**config.mk**
```make
export PLATFORM = sky130hd
export DESIGN_NAME = ep0_data_phase_tracker
export DESIGN_NICKNAME = d
export VERILOG_FILES = /design/src/rtl/ep0_trk_pkg.sv /design/src/rtl/ep0_setup_capture.sv /design/src/rtl/ep0_pkt_buffer.sv /design/src/rtl/ep0_xfer_ctrl.sv /design/src/rtl/ep0_data_phase_tracker.sv
export SDC_FILE = /design/constraint.sdc
export NUM_CORES = 1
export LEC_CHECK = 0
export BUFFER_PORTS_ARGS = -buffer_cell sky130_fd_sc_hd__buf_2
export CORE_ASPECT_RATIO = 0.6
export CORE_MARGIN = 2
export CORE_UTILIZATION = 45
export DETAILED_ROUTE_END_ITERATION = 12
export GPL_TIMING_DRIVEN = 0
export PLACE_DENSITY_LB_ADDON = 0.3
export SETUP_SLACK_MARGIN = 0.3
export SLEW_MARGIN = 40
export SYNTH_ARGS = -nofsm -noshare
export SYNTH_HDL_FRONTEND = slang
export SYNTH_SLANG_ARGS = --single-unit
export TNS_END_PERCENT = 10
```
**constraint.sdc**
```tcl
create_clock -name clk_i -period 3.6 [get_ports clk_i]
set_clock_uncertainty 0.15 [all_clocks]
set_input_delay 0.72 -clock clk_i [delete_from_list [all_inputs] [get_ports clk_i]]
set_output_delay 0.72 -clock clk_i [all_outputs]
set_load 0.02 [all_outputs]
```
**src/rtl/ep0_trk_pkg.sv**
```systemverilog
package ep0_trk_pkg;
  localparam int DATA_W = 8;
  localparam int ADDR_W = 8;
  localparam int SETUP_BEATS = 8;
  localparam int LEN_LO_BEAT = 6;
  localparam int LEN_HI_BEAT = 7;

  localparam logic [ADDR_W-1:0] A_DATA  = 8'h31;
  localparam logic [ADDR_W-1:0] A_COUNT = 8'h33;
  localparam logic [ADDR_W-1:0] A_STALL = 8'h34;
  localparam logic [ADDR_W-1:0] A_IRQ   = 8'h35;

  typedef enum logic [1:0] {
    PH_IDLE   = 2'd0,
    PH_DATA   = 2'd1,
    PH_NODATA = 2'd2
  } phase_e;
endpackage

```
**src/rtl/ep0_setup_capture.sv**
```systemverilog
module ep0_setup_capture
  import ep0_trk_pkg::*;
#(
  parameter int LEN_W = 16
) (
  input  logic              clk_i,
  input  logic              rst_ni,
  input  logic              sop_i,
  input  logic              setup_i,
  input  logic              valid_i,
  input  logic [DATA_W-1:0] data_i,
  input  logic              eop_i,
  output logic              done_o,
  output logic [LEN_W-1:0]  len_o
);
  localparam int IDX_W = 4;
  localparam logic [IDX_W-1:0] IDX_MAX = '1;

  logic             in_q;
  logic [IDX_W-1:0] idx_q;
  logic [7:0]       lo_q, hi_q;

  always_ff @(posedge clk_i or negedge rst_ni) begin
    if (!rst_ni) begin
      in_q  <= 1'b0;
      idx_q <= '0;
      lo_q  <= '0;
      hi_q  <= '0;
    end else begin
      if (sop_i) begin
        in_q  <= setup_i;
        idx_q <= '0;
      end else if (eop_i) begin
        in_q <= 1'b0;
      end else if (valid_i && in_q) begin
        if (idx_q == IDX_W'(LEN_LO_BEAT)) lo_q <= data_i;
        if (idx_q == IDX_W'(LEN_HI_BEAT)) hi_q <= data_i;
        if (idx_q != IDX_MAX) idx_q <= idx_q + 1'b1;
      end
    end
  end

  assign done_o = eop_i && in_q && (idx_q == IDX_W'(SETUP_BEATS));
  assign len_o  = LEN_W'({hi_q, lo_q});
endmodule

```
**src/rtl/ep0_pkt_buffer.sv**
```systemverilog
module ep0_pkt_buffer
  import ep0_trk_pkg::*;
#(
  parameter int DEPTH = 64,
  parameter int CNT_W = $clog2(DEPTH + 1)
) (
  input  logic              clk_i,
  input  logic              rst_ni,
  input  logic              sop_i,
  input  logic              setup_i,
  input  logic              valid_i,
  input  logic [DATA_W-1:0] data_i,
  input  logic              eop_i,
  input  logic              accept_i,
  input  logic              flush_i,
  input  logic              pop_i,
  output logic              pkt_end_o,
  output logic [CNT_W-1:0]  wr_cnt_o,
  output logic [CNT_W-1:0]  cnt_o,
  output logic [CNT_W-1:0]  rd_ptr_o,
  output logic              full_o,
  output logic [DATA_W-1:0] rdata_o
);
  localparam int IDX_W = $clog2(DEPTH);
  localparam logic [CNT_W-1:0] CAP = CNT_W'(DEPTH);

  logic [DATA_W-1:0] mem_q [DEPTH];
  logic              in_q, full_q;
  logic [CNT_W-1:0]  wr_q, cnt_q, rd_q;
  logic              wr_en;

  assign wr_en     = valid_i && in_q && (wr_q < CAP);
  assign pkt_end_o = eop_i && in_q && accept_i;

  always_ff @(posedge clk_i) begin
    if (wr_en) mem_q[wr_q[IDX_W-1:0]] <= data_i;
  end

  always_ff @(posedge clk_i or negedge rst_ni) begin
    if (!rst_ni) begin
      in_q   <= 1'b0;
      full_q <= 1'b0;
      wr_q   <= '0;
      cnt_q  <= '0;
      rd_q   <= '0;
    end else if (flush_i) begin
      in_q   <= 1'b0;
      full_q <= 1'b0;
      cnt_q  <= '0;
      rd_q   <= '0;
    end else begin
      if (sop_i) begin
        in_q <= !setup_i && accept_i && !full_q;
        wr_q <= '0;
      end else if (eop_i) begin
        in_q <= 1'b0;
        if (pkt_end_o) begin
          cnt_q  <= wr_q;
          rd_q   <= '0;
          full_q <= (wr_q != '0);
        end
      end else if (wr_en) begin
        wr_q <= wr_q + 1'b1;
      end
      if (pop_i && full_q) begin
        rd_q <= rd_q + 1'b1;
        if (rd_q + 1'b1 == cnt_q) full_q <= 1'b0;
      end
    end
  end

  assign wr_cnt_o = wr_q;
  assign cnt_o    = cnt_q;
  assign rd_ptr_o = rd_q;
  assign full_o   = full_q;
  assign rdata_o  = full_q ? mem_q[rd_q[IDX_W-1:0]] : '0;
endmodule

```
**src/rtl/ep0_xfer_ctrl.sv**
```systemverilog
module ep0_xfer_ctrl
  import ep0_trk_pkg::*;
#(
  parameter int LEN_W = 16,
  parameter int CNT_W = 7
) (
  input  logic             clk_i,
  input  logic             rst_ni,
  input  logic             setup_done_i,
  input  logic [LEN_W-1:0] len_i,
  input  logic             pkt_end_i,
  input  logic [CNT_W-1:0] pkt_cnt_i,
  input  logic             stall_req_i,
  input  logic             zlp_ack_i,
  output logic             accept_o,
  output logic             stall_o,
  output logic             hs_done_o
);
  localparam int SUM_W = LEN_W + 1;

  phase_e           phase_q;
  logic [LEN_W-1:0] len_q;
  logic [SUM_W-1:0] total_q, total_nxt;
  logic             stall_q, hs_q;

  assign total_nxt = total_q + SUM_W'(pkt_cnt_i);

  always_ff @(posedge clk_i or negedge rst_ni) begin
    if (!rst_ni) begin
      phase_q <= PH_IDLE;
      len_q   <= '0;
      total_q <= '0;
      stall_q <= 1'b0;
      hs_q    <= 1'b0;
    end else begin
      hs_q <= 1'b0;
      if (setup_done_i) begin
        phase_q <= (len_i == '0) ? PH_NODATA : PH_DATA;
        len_q   <= len_i;
        total_q <= '0;
        stall_q <= 1'b0;
      end else if (stall_req_i) begin
        stall_q <= 1'b1;
        phase_q <= PH_IDLE;
      end else if (phase_q == PH_DATA && pkt_end_i) begin
        total_q <= total_nxt;
        if (total_nxt >= SUM_W'(len_q)) begin
          hs_q    <= 1'b1;
          phase_q <= PH_IDLE;
        end
      end else if (phase_q == PH_NODATA && zlp_ack_i) begin
        hs_q    <= 1'b1;
        phase_q <= PH_IDLE;
      end
    end
  end

  assign accept_o  = (phase_q == PH_DATA);
  assign stall_o   = stall_q;
  assign hs_done_o = hs_q;
endmodule

```
**src/rtl/ep0_data_phase_tracker.sv**
```systemverilog
module ep0_data_phase_tracker
  import ep0_trk_pkg::*;
#(
  parameter int BUF_DEPTH = 64,
  parameter int LEN_W     = 16
) (
  input  logic        clk_i,
  input  logic        rst_ni,
  input  logic        pkt_sop_i,
  input  logic        pkt_setup_i,
  input  logic        pkt_valid_i,
  input  logic [7:0]  pkt_data_i,
  input  logic        pkt_eop_i,
  input  logic        reg_rd_i,
  input  logic        reg_wr_i,
  input  logic [7:0]  reg_addr_i,
  input  logic [7:0]  reg_wdata_i,
  output logic [7:0]  reg_rdata_o,
  output logic        irq_setup_o,
  output logic        irq_buf_o,
  output logic        buf_full_o,
  output logic        ep_stall_o,
  output logic        hs_done_o
);
  localparam int CNT_W = $clog2(BUF_DEPTH + 1);

  logic             setup_done, pkt_end, accept, stall_req, zlp_ack, pop;
  logic [LEN_W-1:0] setup_len;
  logic [CNT_W-1:0] wr_cnt, buf_cnt, buf_rd_ptr;
  logic [7:0]       buf_rdata;
  logic             irq_setup_q, irq_buf_q;
  logic [7:0]       rdata_q;

  assign pop       = reg_rd_i && (reg_addr_i == A_DATA);
  assign stall_req = reg_wr_i && (reg_addr_i == A_STALL) && reg_wdata_i[0];
  assign zlp_ack   = reg_wr_i && (reg_addr_i == A_COUNT) && (reg_wdata_i == 8'h00);

  ep0_setup_capture #(.LEN_W(LEN_W)) u_setup (
    .clk_i   (clk_i),
    .rst_ni  (rst_ni),
    .sop_i   (pkt_sop_i),
    .setup_i (pkt_setup_i),
    .valid_i (pkt_valid_i),
    .data_i  (pkt_data_i),
    .eop_i   (pkt_eop_i),
    .done_o  (setup_done),
    .len_o   (setup_len)
  );

  ep0_pkt_buffer #(.DEPTH(BUF_DEPTH), .CNT_W(CNT_W)) u_buf (
    .clk_i     (clk_i),
    .rst_ni    (rst_ni),
    .sop_i     (pkt_sop_i),
    .setup_i   (pkt_setup_i),
    .valid_i   (pkt_valid_i),
    .data_i    (pkt_data_i),
    .eop_i     (pkt_eop_i),
    .accept_i  (accept),
    .flush_i   (setup_done),
    .pop_i     (pop),
    .pkt_end_o (pkt_end),
    .wr_cnt_o  (wr_cnt),
    .cnt_o     (buf_cnt),
    .rd_ptr_o  (buf_rd_ptr),
    .full_o    (buf_full_o),
    .rdata_o   (buf_rdata)
  );

  ep0_xfer_ctrl #(.LEN_W(LEN_W), .CNT_W(CNT_W)) u_ctrl (
    .clk_i        (clk_i),
    .rst_ni       (rst_ni),
    .setup_done_i (setup_done),
    .len_i        (setup_len),
    .pkt_end_i    (pkt_end),
    .pkt_cnt_i    (wr_cnt),
    .stall_req_i  (stall_req),
    .zlp_ack_i    (zlp_ack),
    .accept_o     (accept),
    .stall_o      (ep_stall_o),
    .hs_done_o    (hs_done_o)
  );

  // set beats clear in the same cycle
  always_ff @(posedge clk_i or negedge rst_ni) begin
    if (!rst_ni) begin
      irq_setup_q <= 1'b0;
      irq_buf_q   <= 1'b0;
    end else begin
      if (setup_done) irq_setup_q <= 1'b1;
      else if (reg_wr_i && reg_addr_i == A_IRQ && reg_wdata_i[0]) irq_setup_q <= 1'b0;
      if (pkt_end) irq_buf_q <= 1'b1;
      else if (reg_wr_i && reg_addr_i == A_IRQ && reg_wdata_i[1]) irq_buf_q <= 1'b0;
    end
  end

  always_ff @(posedge clk_i or negedge rst_ni) begin
    if (!rst_ni) begin
      rdata_q <= '0;
    end else if (reg_rd_i) begin
      case (reg_addr_i)
        A_DATA:  rdata_q <= buf_rdata;
        A_COUNT: rdata_q <= 8'(buf_cnt);
        A_STALL: rdata_q <= {7'b0, ep_stall_o};
        A_IRQ:   rdata_q <= {6'b0, irq_buf_q, irq_setup_q};
        default: rdata_q <= '0;
      endcase
    end
  end

  assign reg_rdata_o = rdata_q;
  assign irq_setup_o = irq_setup_q;
  assign irq_buf_o   = irq_buf_q;
endmodule

```
Word-level counts from Yosys, hierarchy flattened:

Memories as Yosys holds them, arrays and structs flattened.
Index checks and enable logic that the tools add are counted.

* bits in registers: 91
* bits in writable memories: 512
* input port bits: 32
* logic and storage cells: 140
* memories: 1

* add/subtract/negate cells: 4
* order comparisons: 2
* equal/unequal tests: 16
* multiplexer cells: 50
* bitwise logic cells: 3
* reductions and logical operators: 47

Memory list
* u_buf.mem_q: words 64, bits a word 8, read ports 1, clocked after Yosys merged registers in 0, wr ports 1, RTL line ep0_pkt_buffer.sv:27 `logic [DATA_W-1:0] mem_q [DEPTH];`

Operator list (number)
* $mux 7: 12
* $mux 17: 3
* $eq 8x6->1 const B: 4
* $pmux 8 s4: 1
* $mux 1: 23
* $logic_and 1x1->1: 20
* $reduce_bool 2->1: 10
* $add 17x7->17: 1
* $ge 17x16->1: 1
* $logic_not 16->1: 1
* $mux 4: 4
* $add 7x1->7 const B: 2
* $mux 2: 6
* $reduce_and 3->1: 4
* $reduce_bool 3->1: 3
* $eq 4x3->1 const B: 2
* $logic_not 8->1: 1
* $mux 8: 1
* $ne 4x4->1 const B: 2
* $reduce_and 4->1: 2
* $eq 7x7->1: 1
* $lt 7x7->1 const B: 1
* $reduce_bool 7->1: 1
* $add 4x1->4 const B: 1
* 10 further kinds: 15

Longest topological paths before layout:

* depth in word-level cells: 8
* gate-level depth with buffers: 16
* mapped depth without buffers: 15

Cells and area by module:

From an unflattened synthesis, not the netlist that was laid out.

* cells, all modules: 1431
* area total of the unflattened synthesis: 25124.1 sq um

By module, submodules not included
* ep0_pkt_buffer: instances 1, cells each 1034, area each 21087.7 sq um, seq. area each 15950.3 sq um
* ep0_xfer_ctrl: instances 1, cells each 260, area each 2404.8 sq um, seq. area each 925.9 sq um
* ep0_setup_capture: instances 1, cells each 71, area each 969.7 sq um, seq. area each 525.5 sq um
* ep0_data_phase_tracker: instances 1, cells each 66, area each 661.9 sq um, seq. area each 250.2 sq um

Least setup slack after synthesis:

Ideal clock, no wire load.

* path kind: reg2reg
* start point: reg u_buf.wr_q[1] (netlist: u_buf.wr_cnt_o[1])
* end point: reg u_ctrl.phase_q[0]
* setup time: 0.068 ns
* arrival time: 3.239 ns
* slack: 0.143 ns
* stages on the path, launching flop included: 15
* path buffers: 1
* clock period less this slack: 3.457 ns
* cells stage by stage: dfrtp_1 -> inv_1 -> fa_1 -> nor2b_1 -> o31a_1 -> o221ai_1 -> buf_2 -> nor3_1 -> xnor2_1 -> ha_1 -> a21o_1 -> a211oi_1 -> o21ai_0 -> o41ai_1 -> a32o_1

* longest elaborated chain between the ends: 4

RTL lines
* start, declared: RTL line ep0_pkt_buffer.sv:29 `logic [CNT_W-1:0] wr_q, cnt_q, rd_q;`
* start signal, assigned: RTL line ep0_pkt_buffer.sv:63 `wr_q <= wr_q + 1'b1;`
* $add 17x7->17: RTL line ep0_xfer_ctrl.sv:26 `assign total_nxt = total_q + SUM_W'(pkt_cnt_i);`
* $ge 17x16->1: RTL line ep0_xfer_ctrl.sv:47 `if (total_nxt >= SUM_W'(len_q)) begin`
* $ne 4x4->1 (no line)
* $reduce_and 2->1 (no line)
* end signal, assigned: RTL line ep0_xfer_ctrl.sv:38 `phase_q <= (len_i == '0) ? PH_NODATA : PH_DATA;`
* end, declared: RTL line ep0_xfer_ctrl.sv:21 `phase_e phase_q;`

No other way between the ends.
A chain may end at the register's enable or synchronous reset.

Final worst setup path:

* start point: reg u_buf.wr_q[2] (netlist: u_buf.wr_cnt_o[2])
* end point: reg u_ctrl.phase_q[0]

Same word-level chain as after synthesis.

==> reports/metrics.csv <==
metric,value,unit
synth_top_family_by_area,multiplexers,
port_buffers,42,
p_sw_share,19.94,%
final_area,28290,µm²
io_pins,45,
crit_type,reg -> reg,
p_int,11.02,mW
synth_area_leaders,"edfxtp_1 62%, mux4_2 11%, dfrtp_1 9.1%, mux2i_1 2.6%, nor2_1 1.7%",
comb_power_share,1.3,%
cts_tree,yes,
rsz0062_at_grt,true,
grt_pass1_wl,99.25,mm
power_frac_seq,55.1,%
end_kind,register,
insertion_delay,0.61,ns
synth_cell_types,65,
die_w,307.8,µm
grt_pass1_vias,13634,
fin_crit,3.470,ns
cts_max_level,2,
setup_ws,0.1300,ns
cellPowerDensity,486.6,nW/µm²
muxShareOfSynthArea,14.51,%
synth_compound_area_share,4.611,%
yosysTopAreaCell,edfxtp_1,
slew_violations,0,
vias_per_cell,6.218,
maxCapViolCount,0,
drc_errors,0,
dpl_worst_slack,-0.3250,ns
yosys.area_share.simple,5.354,%
fmaxAchievable,0.2882,GHz
first_pass_iters,5,
design.die.area,57320,µm²
slowest_stage,dfrtp_1,
place_area,26170,µm²
cts.root.buffer_cell,clkbuf_16,
yosysSeqAreaShare,70.86,%
diodes,0,
fin_hold_ws,0.2238,ns
syn_nets,1499,
nets,1603,
clk_pin_slew,0.07,ns
place_congestion,0.9577,
final_util,51.99,%
area_delta_synth_final,13.58,%
clockPowerShare,43.7,%
die_h,186.3,µm
cp_data_required_time,3.98,ns
fin_cells,2297,
antenna_found_initial,3,
run_status,completed,
ir_worst_vdd,0.0003509,V
cts_buffer_depth,3,
ant_nets,0,
wl_per_cell,30.30,µm
start_kind,register,
max_stage_delay,0.42,ns
setup_viol,0,
drt-total-wl,69.59,mm
critPathMaxFanout,3,
hpwl,46.25,mm
worstPathArrival,3.85,ns
totalPowerFinal,13.77,mW
syn_area,24910,µm²
synthCells,1437,
synth_area_per_cell,17.34,µm²
grt.total_usage,24.66,%
synth-seq-cells,603,
vias,14282,
hold_class,in -> reg,
synth-async-reset-ratio,15.09,%
drtIter0Drc,2317,
synth-adder-area-share,1.537,%
post-place-cells,2194,
slew_headroom,39.37,%
final-hold-violation-count,0,
p_leak,9.380,nW
synth_top_area_share,61.72,%
grt_start_max_net_pins,68,
crit_chain,ha_1 > nor2b_2 > o31a_1 > buf_4 > o21a_1 > nor2_1 > xnor2_2 > ha_1 > a21oi_1 > o211ai_1 > a31oi_1 > nor4_2 > o41ai_2 > buf_4 > a32o_1,
synthMostInstantiatedCell,edfxtp_1,
min_period_over_period,96.39,%
drive_gt1_share,26.09,%
finalSetupTns,0,ns
start_util,45.78,%
synth-edff-count,512,
cts.sinks,603,
synth_xor_area_share,1.195,%
coreArea,54420,µm²
yosys_warnings,0,
synth_commonest_cells,"512 x edfxtp_1, 117 x mux4_2, 113 x nor2_1",
cts_buffers,53,
worst_pin_slew,0.8865,ns
overflow,0,
netSwitchingPower,2.745,mW
num_rows,66,
synth_flop_cell,edfxtp_1,
==> critical path, delay by kind of cell (launching register included) <==
family	cells	cell delay, ns
adder cells (fa/ha/maj)	2	0.63
XOR/XNOR	1	0.16
AND/OR/NAND/NOR	3	0.43
AO/OA/AOI/OAI	7	1.30
flip-flops	1	0.42
buffers and inverters	2	0.33
==> cell families after synthesis <==
family,after synthesis
flip-flops,603
AND/OR/NAND/NOR,283
multiplexers,211
AO/OA/AOI/OAI,172
buffers and inverters,104
XOR/XNOR,34
adder cells (fa/ha/maj),30
==> final timing paths <==
kind,from,end,slack [ns],cells past startpoint
max,u_buf.wr_cnt_o[2]$_DFFE_PN0P_,u_ctrl.phase_q[0]$_DFFE_PN0P_,0.13,15
min,pkt_setup_i,u_setup.in_q$_DFFE_PN0N_,0.22,3
max reg2reg,u_buf.wr_cnt_o[2]$_DFFE_PN0P_,u_ctrl.phase_q[0]$_DFFE_PN0P_,0.13,15
min reg2reg,u_ctrl.len_q[0]$_DFFE_PN0P_,u_ctrl.len_q[0]$_DFFE_PN0P_,0.35,2
max in group asynchronous,rst_ni,u_buf.cnt_o[2]$_DFFE_PN0P_,2.27,3
min in group asynchronous,rst_ni,u_setup.lo_q[5]$_DFFE_PN0P_,0.40,2
==> per-layer routing <==
metal  part of all wire, %  track usage, %  up-vias
met4                   1.9           5.424        0
met1                    46           39.66     7441
met3                    13           7.705      104
met2                    40           32.28      834
met5                     0               0        -
li1                      -               -     5903
==> area by class of cell <==
class / count / area [µm²]
fill: 4321 / 26130
buffer: 69 / 424.2
sequential: 603 / 17660
clock buffer: 61 / 1388
multi-input combinational: 730 / 7064
tap: 714 / 893.4
timing repair buffer: 49 / 315.3
clock inverter: 36 / 422.9
inverter: 35 / 131.4
==> what timing repair did <==
action	in CTS	in global routing
setup endpoints to repair	7	8
hold endpoints to repair	24	0
gates resized for setup	20	24
setup buffers	5	0
hold buffers	1	0
pin swaps	4	1
==> power by group through the flow <==
stage,logic (mW),registers [mW],clock network (mW)
after floorplan,0.0192,7.73,0
after detailed placement,0.178,7.73,0
after CTS,0.179,7.58,6.07
after global placement,0.161,7.73,0
after global routing,0.194,7.58,6.34
final,0.177,7.58,6.01
==> flip-flops by register name, summed over array words and instances, names as in the netlist <==
register and flops:
irq_buf_o 1, u_buf.wr_cnt_o 7, reg_rdata_o 8, u_buf.full_o 1
u_buf.in_q 1, u_ctrl.len_q 16, u_buf.cnt_o 7, u_setup.hi_q 8
u_ctrl.hs_done_o 1, u_ctrl.stall_o 1, u_buf.mem_q 512, u_ctrl.total_q 17
u_setup.lo_q 8, u_setup.in_q 1, irq_setup_o 1, u_buf.rd_ptr_o 7
u_setup.idx_q 4, u_ctrl.phase_q 2
==> placed cells by master (no fill, tap or decap), types with 16 or more instances in the layout <==
cell type / synthesis / final
buf_2: 26 / 40
mux4_2: 117 / 117
mux2_2: 30 / 30
xor2_1: 16 / 16
clkbuf_16: 0 / 54
o21ai_0: 30 / 29
dfrtp_1: 91 / 88
mux2i_1: 64 / 59
a22o_1: 18 / 18
ha_1: 29 / 28
a21oi_1: 43 / 42
buf_4: 8 / 25
clkbuf_1: 28 / 33
inv_1: 34 / 33
edfxtp_1: 512 / 512
nor2_1: 113 / 51
nor2_2: 0 / 62
nand2_1: 72 / 72
(Power assumes the default switching activity.)
